$ cat src/rtl/cfg_prog_pkg.sv
package cfg_prog_pkg;

  typedef enum logic [3:0] {
    ST_IDLE,
    ST_ENT_HOLD,
    ST_ENT_GAP,
    ST_TX_HI,
    ST_TX_LO,
    ST_WR_WAIT,
    ST_ACK_POLL,
    ST_VF_HI,
    ST_VF_LO
  } seqState_e;

  typedef enum logic [1:0] {
    LINE_LOW,
    LINE_HIGH,
    LINE_BIT
  } lineMode_e;

  // strobes from the sequencer to the datapath
  typedef struct packed {
    logic clear;      // capture image, clear status and indices
    logic loadWord;   // load word pair into the shifter
    logic advWord;    // with loadWord: move to the next word first
    logic shiftBit;   // present the next bit of the pair
    logic sampleBit;  // compare one read-back bit
    logic setDone;
    logic setAckErr;
  } seqStrobe_t;

endpackage

$ cat src/rtl/cfg_prog_timer.sv
module cfg_prog_timer #(
  parameter int CNT_W = 8
) (
  input  logic             clk,
  input  logic             rstN,
  input  logic             load,
  input  logic [CNT_W-1:0] loadVal,
  output logic             zero
);

  logic [CNT_W-1:0] count;

  always_ff @(posedge clk) begin
    if (!rstN) begin
      count <= '0;
    end else if (load) begin
      count <= loadVal;
    end else if (count != '0) begin
      count <= count - 1'b1;
    end
  end

  assign zero = (count == '0);

endmodule

$ cat src/rtl/cfg_prog_ctrl.sv
module cfg_prog_ctrl
  import cfg_prog_pkg::*;
#(
  parameter int WORD_W     = 16,
  parameter int HOLD_CYC   = 20,
  parameter int GAP_CYC    = 4,
  parameter int HALF_CYC   = 3,
  parameter int WRITE_CYC  = 10,
  parameter int ACK_TO_CYC = 16
) (
  input  logic       clk,
  input  logic       rstN,
  input  logic       start,
  input  logic       ackIn,
  input  logic       lastWord,
  input  logic       lastBit,
  output logic       progClk,
  output logic       dataOe,
  output lineMode_e  lineMode,
  output logic       busy,
  output seqStrobe_t stb
);

  localparam int PAIR_BITS = 2 * WORD_W;
  localparam int BIT_W     = $clog2(PAIR_BITS);
  localparam int MAX_A     = (HOLD_CYC > GAP_CYC) ? HOLD_CYC : GAP_CYC;
  localparam int MAX_B     = (HALF_CYC > WRITE_CYC) ? HALF_CYC : WRITE_CYC;
  localparam int MAX_C     = (MAX_A > MAX_B) ? MAX_A : MAX_B;
  localparam int MAX_CYC   = (MAX_C > ACK_TO_CYC) ? MAX_C : ACK_TO_CYC;
  localparam int TMR_W     = $clog2(MAX_CYC + 1);

  localparam logic [TMR_W-1:0] HOLD_LD  = TMR_W'(HOLD_CYC - 1);
  localparam logic [TMR_W-1:0] GAP_LD   = TMR_W'(GAP_CYC - 1);
  localparam logic [TMR_W-1:0] HALF_LD  = TMR_W'(HALF_CYC - 1);
  localparam logic [TMR_W-1:0] WRITE_LD = TMR_W'(WRITE_CYC - 1);
  localparam logic [TMR_W-1:0] ACK_LD   = TMR_W'(ACK_TO_CYC - 1);
  localparam logic [BIT_W-1:0] LAST_BIT = BIT_W'(PAIR_BITS - 1);

  seqState_e        state, stateNxt;
  logic             tLoad, tZero;
  logic [TMR_W-1:0] tVal;
  logic [BIT_W-1:0] bitCnt;
  logic             bitClr, bitInc;

  cfg_prog_timer #(.CNT_W(TMR_W)) u_timer (
    .clk    (clk),
    .rstN   (rstN),
    .load   (tLoad),
    .loadVal(tVal),
    .zero   (tZero)
  );

  always_ff @(posedge clk) begin
    if (!rstN) begin
      state  <= ST_IDLE;
      bitCnt <= '0;
    end else begin
      state <= stateNxt;
      if (bitClr)      bitCnt <= '0;
      else if (bitInc) bitCnt <= bitCnt + 1'b1;
    end
  end

  always_comb begin
    stateNxt = state;
    tLoad    = 1'b0;
    tVal     = '0;
    bitClr   = 1'b0;
    bitInc   = 1'b0;
    stb      = '0;
    case (state)
      ST_IDLE: begin
        if (start) begin
          stateNxt  = ST_ENT_HOLD;
          tLoad     = 1'b1;
          tVal      = HOLD_LD;
          stb.clear = 1'b1;
        end
      end
      ST_ENT_HOLD: begin
        if (tZero) begin
          stateNxt = ST_ENT_GAP;
          tLoad    = 1'b1;
          tVal     = GAP_LD;
        end
      end
      ST_ENT_GAP: begin
        if (tZero) begin
          stateNxt     = ST_TX_HI;
          tLoad        = 1'b1;
          tVal         = HALF_LD;
          bitClr       = 1'b1;
          stb.loadWord = 1'b1;
        end
      end
      ST_TX_HI: begin
        if (tZero) begin
          stateNxt = ST_TX_LO;
          tLoad    = 1'b1;
          tVal     = HALF_LD;
        end
      end
      ST_TX_LO: begin
        if (tZero) begin
          tLoad = 1'b1;
          if (bitCnt == LAST_BIT) begin
            stateNxt = ST_WR_WAIT;
            tVal     = WRITE_LD;
          end else begin
            stateNxt     = ST_TX_HI;
            tVal         = HALF_LD;
            bitInc       = 1'b1;
            stb.shiftBit = 1'b1;
          end
        end
      end
      ST_WR_WAIT: begin
        if (tZero) begin
          stateNxt = ST_ACK_POLL;
          tLoad    = 1'b1;
          tVal     = ACK_LD;
        end
      end
      ST_ACK_POLL: begin
        if (ackIn) begin
          tLoad = 1'b1;
          tVal  = HALF_LD;
          if (lastWord) begin
            stateNxt = ST_VF_HI;
          end else begin
            stateNxt     = ST_TX_HI;
            bitClr       = 1'b1;
            stb.loadWord = 1'b1;
            stb.advWord  = 1'b1;
          end
        end else if (tZero) begin
          stateNxt      = ST_IDLE;
          stb.setAckErr = 1'b1;
        end
      end
      ST_VF_HI: begin
        if (tZero) begin
          stateNxt      = ST_VF_LO;
          tLoad         = 1'b1;
          tVal          = HALF_LD;
          stb.sampleBit = 1'b1;
        end
      end
      ST_VF_LO: begin
        if (tZero) begin
          if (lastBit) begin
            stateNxt    = ST_IDLE;
            stb.setDone = 1'b1;
          end else begin
            stateNxt = ST_VF_HI;
            tLoad    = 1'b1;
            tVal     = HALF_LD;
          end
        end
      end
      default: stateNxt = ST_IDLE;
    endcase
  end

  always_comb begin
    progClk  = 1'b0;
    dataOe   = 1'b0;
    lineMode = LINE_LOW;
    case (state)
      ST_ENT_HOLD: begin progClk = 1'b1; dataOe = 1'b1; lineMode = LINE_LOW;  end
      ST_ENT_GAP:  begin progClk = 1'b1; dataOe = 1'b1; lineMode = LINE_HIGH; end
      ST_TX_HI:    begin progClk = 1'b1; dataOe = 1'b1; lineMode = LINE_BIT;  end
      ST_TX_LO:    begin                 dataOe = 1'b1; lineMode = LINE_BIT;  end
      ST_VF_HI:    begin progClk = 1'b1; end
      default:     begin end
    endcase
  end

  assign busy = (state != ST_IDLE);

endmodule

$ cat src/rtl/cfg_prog_dpath.sv
module cfg_prog_dpath
  import cfg_prog_pkg::*;
#(
  parameter int WORD_W  = 16,
  parameter int N_WORDS = 12
) (
  input  logic                                clk,
  input  logic                                rstN,
  input  seqStrobe_t                          stb,
  input  lineMode_e                           lineMode,
  input  logic                                dataOe,
  input  logic [WORD_W*N_WORDS-1:0]           image,
  input  logic                                dataIn,
  output logic                                dataOut,
  output logic                                lastWord,
  output logic                                lastBit,
  output logic                                done,
  output logic                                ackErr,
  output logic                                verifyErr,
  output logic [$clog2(WORD_W*N_WORDS)-1:0]   mismatchIdx
);

  localparam int IMG_W = WORD_W * N_WORDS;
  localparam int IDX_W = $clog2(IMG_W);
  localparam int VC_W  = $clog2(IMG_W + 1);
  localparam int WI_W  = (N_WORDS > 1) ? $clog2(N_WORDS) : 1;

  logic [IMG_W-1:0]    imgReg;
  logic [2*WORD_W-1:0] txReg;
  logic [WI_W-1:0]     wordIdx, wordSel;
  logic [VC_W-1:0]     vIdx;
  logic [WORD_W-1:0]   selWord;

  assign wordSel = stb.advWord ? wordIdx + 1'b1 : wordIdx;
  assign selWord = imgReg[wordSel*WORD_W +: WORD_W];

  always_ff @(posedge clk) begin
    if (!rstN) begin
      imgReg      <= '0;
      txReg       <= '0;
      wordIdx     <= '0;
      vIdx        <= '0;
      done        <= 1'b0;
      ackErr      <= 1'b0;
      verifyErr   <= 1'b0;
      mismatchIdx <= '0;
    end else begin
      if (stb.clear) begin
        imgReg      <= image;
        wordIdx     <= '0;
        vIdx        <= '0;
        done        <= 1'b0;
        ackErr      <= 1'b0;
        verifyErr   <= 1'b0;
        mismatchIdx <= '0;
      end
      if (stb.loadWord) begin
        txReg   <= {~selWord, selWord};
        wordIdx <= wordSel;
      end else if (stb.shiftBit) begin
        txReg <= {1'b0, txReg[2*WORD_W-1:1]};
      end
      if (stb.sampleBit) begin
        vIdx <= vIdx + 1'b1;
        if (!verifyErr && (dataIn != imgReg[vIdx])) begin
          verifyErr   <= 1'b1;
          mismatchIdx <= vIdx[IDX_W-1:0];
        end
      end
      if (stb.setDone)   done   <= 1'b1;
      if (stb.setAckErr) ackErr <= 1'b1;
    end
  end

  always_comb begin
    dataOut = 1'b0;
    if (dataOe) begin
      case (lineMode)
        LINE_HIGH: dataOut = 1'b1;
        LINE_BIT:  dataOut = txReg[0];
        default:   dataOut = 1'b0;
      endcase
    end
  end

  assign lastWord = (wordIdx == WI_W'(N_WORDS - 1));
  assign lastBit  = (vIdx == VC_W'(IMG_W));

endmodule

$ cat src/rtl/cfg_prog_master.sv
module cfg_prog_master
  import cfg_prog_pkg::*;
#(
  parameter int WORD_W     = 16,
  parameter int N_WORDS    = 12,
  parameter int HOLD_CYC   = 20,
  parameter int GAP_CYC    = 4,
  parameter int HALF_CYC   = 3,
  parameter int WRITE_CYC  = 10,
  parameter int ACK_TO_CYC = 16
) (
  input  logic                              clk,
  input  logic                              rstN,
  input  logic                              start,
  input  logic [WORD_W*N_WORDS-1:0]         image,
  input  logic                              dataIn,
  output logic                              progClk,
  output logic                              dataOut,
  output logic                              dataOe,
  output logic                              busy,
  output logic                              done,
  output logic                              ackErr,
  output logic                              verifyErr,
  output logic [$clog2(WORD_W*N_WORDS)-1:0] mismatchIdx
);

  seqStrobe_t stb;
  lineMode_e  lineMode;
  logic       lastWord, lastBit;

  cfg_prog_ctrl #(
    .WORD_W    (WORD_W),
    .HOLD_CYC  (HOLD_CYC),
    .GAP_CYC   (GAP_CYC),
    .HALF_CYC  (HALF_CYC),
    .WRITE_CYC (WRITE_CYC),
    .ACK_TO_CYC(ACK_TO_CYC)
  ) u_ctrl (
    .clk     (clk),
    .rstN    (rstN),
    .start   (start),
    .ackIn   (dataIn),
    .lastWord(lastWord),
    .lastBit (lastBit),
    .progClk (progClk),
    .dataOe  (dataOe),
    .lineMode(lineMode),
    .busy    (busy),
    .stb     (stb)
  );

  cfg_prog_dpath #(
    .WORD_W (WORD_W),
    .N_WORDS(N_WORDS)
  ) u_dpath (
    .clk        (clk),
    .rstN       (rstN),
    .stb        (stb),
    .lineMode   (lineMode),
    .dataOe     (dataOe),
    .image      (image),
    .dataIn     (dataIn),
    .dataOut    (dataOut),
    .lastWord   (lastWord),
    .lastBit    (lastBit),
    .done       (done),
    .ackErr     (ackErr),
    .verifyErr  (verifyErr),
    .mismatchIdx(mismatchIdx)
  );

endmodule

$ cat config.mk
export PLATFORM = sky130hd
export DESIGN_NAME = cfg_prog_master
export DESIGN_NICKNAME = d
export VERILOG_FILES = /design/src/rtl/cfg_prog_pkg.sv /design/src/rtl/cfg_prog_timer.sv /design/src/rtl/cfg_prog_ctrl.sv /design/src/rtl/cfg_prog_dpath.sv /design/src/rtl/cfg_prog_master.sv
export SDC_FILE = /design/constraint.sdc
export NUM_CORES = 1
export LEC_CHECK = 0
export BUFFER_PORTS_ARGS = -buffer_cell sky130_fd_sc_hd__buf_2
export CORE_UTILIZATION = 52
export DETAILED_ROUTE_END_ITERATION = 8
export PLACE_DENSITY = 0.81
export SYNTH_ARGS = -nofsm -noshare
export SYNTH_HDL_FRONTEND = slang
export SYNTH_SLANG_ARGS = --single-unit
$ cat constraint.sdc
create_clock -name clk -period 2.8 [get_ports clk]
set_clock_uncertainty 0.2 [all_clocks]
set_input_delay 0.56 -clock clk [delete_from_list [all_inputs] [get_ports clk]]
set_output_delay 0.56 -clock clk [all_outputs]
set_load 0.05 [all_outputs]
==> impl_results.md <==
- Outcome: finished with violations
- Failing checks: setup timing
- Asr flop ratio synth: 0%
- Yosys warning total: 0
- DRT Wirelength: 45.6 mm
- Clock-pin slew on the worst setup and hold paths: 60 ps
- Core region area: 26100 um2
- Starting Density: 53.1%
- Met3 GRT Util: 6.64%
- Top-count cell post-synth: nand2_1
- Avg WL per Cell: 21.0 um
- Die area: 27200 um2
- Share of the synthesized area in the top cell type: 37.8%
- Share of layout cells above drive strength 1: 34.1%
- Fin crit share: 111%
- Largest cells by area after synthesis: dfxtp_1 38%, nand2_1 12%, a21boi_0 11%
- Initial antenna violation count: 0
- Final RePlAce weighted congestion: 0.973
- Flops & latches, synth: 261
- Area occupied by multi-input gates: 8170 um2
- P per Cell Area: 750 nW/um2
- Post-synth EDFFs: 0
- Drt via density: 6.01
- Max Clock Freq: 323 MHz
- HP Class: input port to register
- Pleak: 7.28 nW
- Post-DP HPWL: 33.1 mm
- N_diodes: 0
- Worst vdd ir: 0.780 mV
- Cts bufs inserted: 28
- # clock sinks: 261
- Die width: 165 um
- Worst skew pair latency: 550 ps
- CTS HTree Levels: 1
- Worst path arrival time: 3350 ps
- Min Tclk post-route: 3100 ps
- Met1 Track Usage GR: 44.1%
- Syn_nets: 1697
- Setup TNS: -2880 ps
- Yosys cell types: 70
- Area Overhead vs Synth: 29.4%
- CP Capture Type: register
- Grt ovf: 0
- Port Buffers: 210
- FF+latch area: 5240 um2
- Clk buf depth: 3
- CP max FO: 7
- CP required: 3050 ps
- CTS tree: yes
- Setup ws final: -298 ps
- Synth area leader: dfxtp_1
- IO Pins: 211
- RSZ-0062 raised after global routing: true
- TritonRoute pass-1 iters: 5
- Largest net degree at the start of global routing: 118
- Main flop type after synthesis: dfxtp_1
- Clock Tree Root: clkbuf_16
- Vias in the first global route: 12600
- # fillers: 1997
- Nature of the critical path startpoint: register
- GR peak layer: met2
- Post-Synthesis Cells: 1492
- Worst-margin pin slew: 692 ps
- Rows: 59
- Post-synth top cells: 439 x nand2_1, 261 x dfxtp_1, 210 x a21boi_0
- Max Cap Viol: 0
- Final Hold Vio Count: 0
- Overall Power: 13.4 mW
- First-pass GRT wire length: 69.3 mm
- DR vias: 13000
- Final ANT Viol Nets: 0
- Met2 Usage GRT: 53.5%
- Sequential fraction of the synthesis area: 37.8%
- All-Layer GR Usage: 33.3%
- Relative slew slack: 53.4%
- Chip height: 165 um
- Slew Viols, Final: 0
- Min Hold Slack: 57.3 ps
- Post-Syn Area: 13800 um2
- Final setup viols: 20
- Post-Syn Area per Cell: 9.27 um2
- Final core utilization: 68.6%
- CP Class: register to register
- NumNets Final: 2021
- DR iter-0 viols: 1418
- Drt drc: 0
## logic make-up (layout without fill, tap and decap cells)
group	Yosys count	after routing	synth area share [%]
AOI/OAI and AO/OA	356	356	18.7
xor gates and xnor gates	14	14	0.887
adders and majority gates	9	9	0.814
buffers and inverters	144	488	5.32
DFF	261	261	37.8
muxes	127	127	18.9
and+or+nand+nor	581	581	17.7
## power breakdown
part	switching [mW]	internal, mW
logic	2.41	2.00
registers	0.685	4.48
clock network	1.53	2.31
## path summary, 6_finish.rpt
kind	startpoint	end	slack, ps	cells past startpoint
setup / recovery	u_dpath.vIdx[0]	u_dpath.mismatchIdx[3]	-300	11
hold / removal	image[92]	u_dpath.imgReg[92]	60	3
setup reg to reg	u_dpath.vIdx[0]	u_dpath.mismatchIdx[3]	-300	11
hold reg to reg	u_dpath.mismatchIdx[7]	u_dpath.mismatchIdx[7]	260	2
## layout by cell type, fill, tap and decap left out, types with 21 or more instances in the layout
master,netlist,routed
mux2i_1,26,24
nand3_1,26,22
a21boi_0,210,196
buf_12,1,21
mux4_2,69,81
buf_6,8,21
nand2_1,439,431
nor2_1,31,26
buf_2,8,210
clkbuf_16,0,29
dfxtp_1,261,256
buf_4,4,168
## per-layer routing
| metal | up-vias | share of wire [%] |
|---|---|---|
| li1 | 5962 | - |
| met3 | 132 | 9.5 |
| met2 | 731 | 46 |
| met5 | - | 0 |
| met1 | 6223 | 40 |
| met4 | 0 | 4.2 |
## worst max-delay path: stages, from the launching register on
cell and delay (ps):
dfxtp_4 410, buf_6 130, mux4_2 500, mux2_4 290
a311oi_2 250, o211ai_1 210, nor2b_4 210, buf_6 130
a211oi_2 240, buf_4 170, nor2_4 50, o211ai_1 190
## per-stage QoR
stage / instance area (um2) / setup WS [ps] / std cells
global route: 17900 / -395 / 2171
detailed placement: 16200 / -424 / 2083
floorplan: 13900 / -112 / 1492
global placement: 16200 / -339 / 2083
CTS: 17700 / -228 / 2163
finish: 17900 / -298 / 2171
## flip-flops by register name, indices dropped and copies added (netlist names)
name	cells
u_dpath.ackErr	1
u_ctrl.u_timer.count	5
u_dpath.done	1
u_dpath.txReg	32
u_dpath.imgReg	192
u_ctrl.bitCnt	5
u_dpath.verifyErr	1
u_dpath.wordIdx	4
u_dpath.mismatchIdx	8
u_ctrl.state	4
u_dpath.vIdx	8
## cell type report
type                    instances  area share [%]
multi-input cells            1087            45.7
flip-flops and latches        261            29.3
repair buffers                423            17.0
clock buffers                  37            4.56
well taps                     335            2.34
clock inverters                13           0.839
inverters                      15           0.315
## timing repair
action,4_1_cts,5_1_grt
setup buffers,25,10
hold buffers,0,0
cloned,5,0
setup endpoints to repair,45,47
pin swaps,20,11
resized for setup,67,61
(Power assumes the default switching activity.)
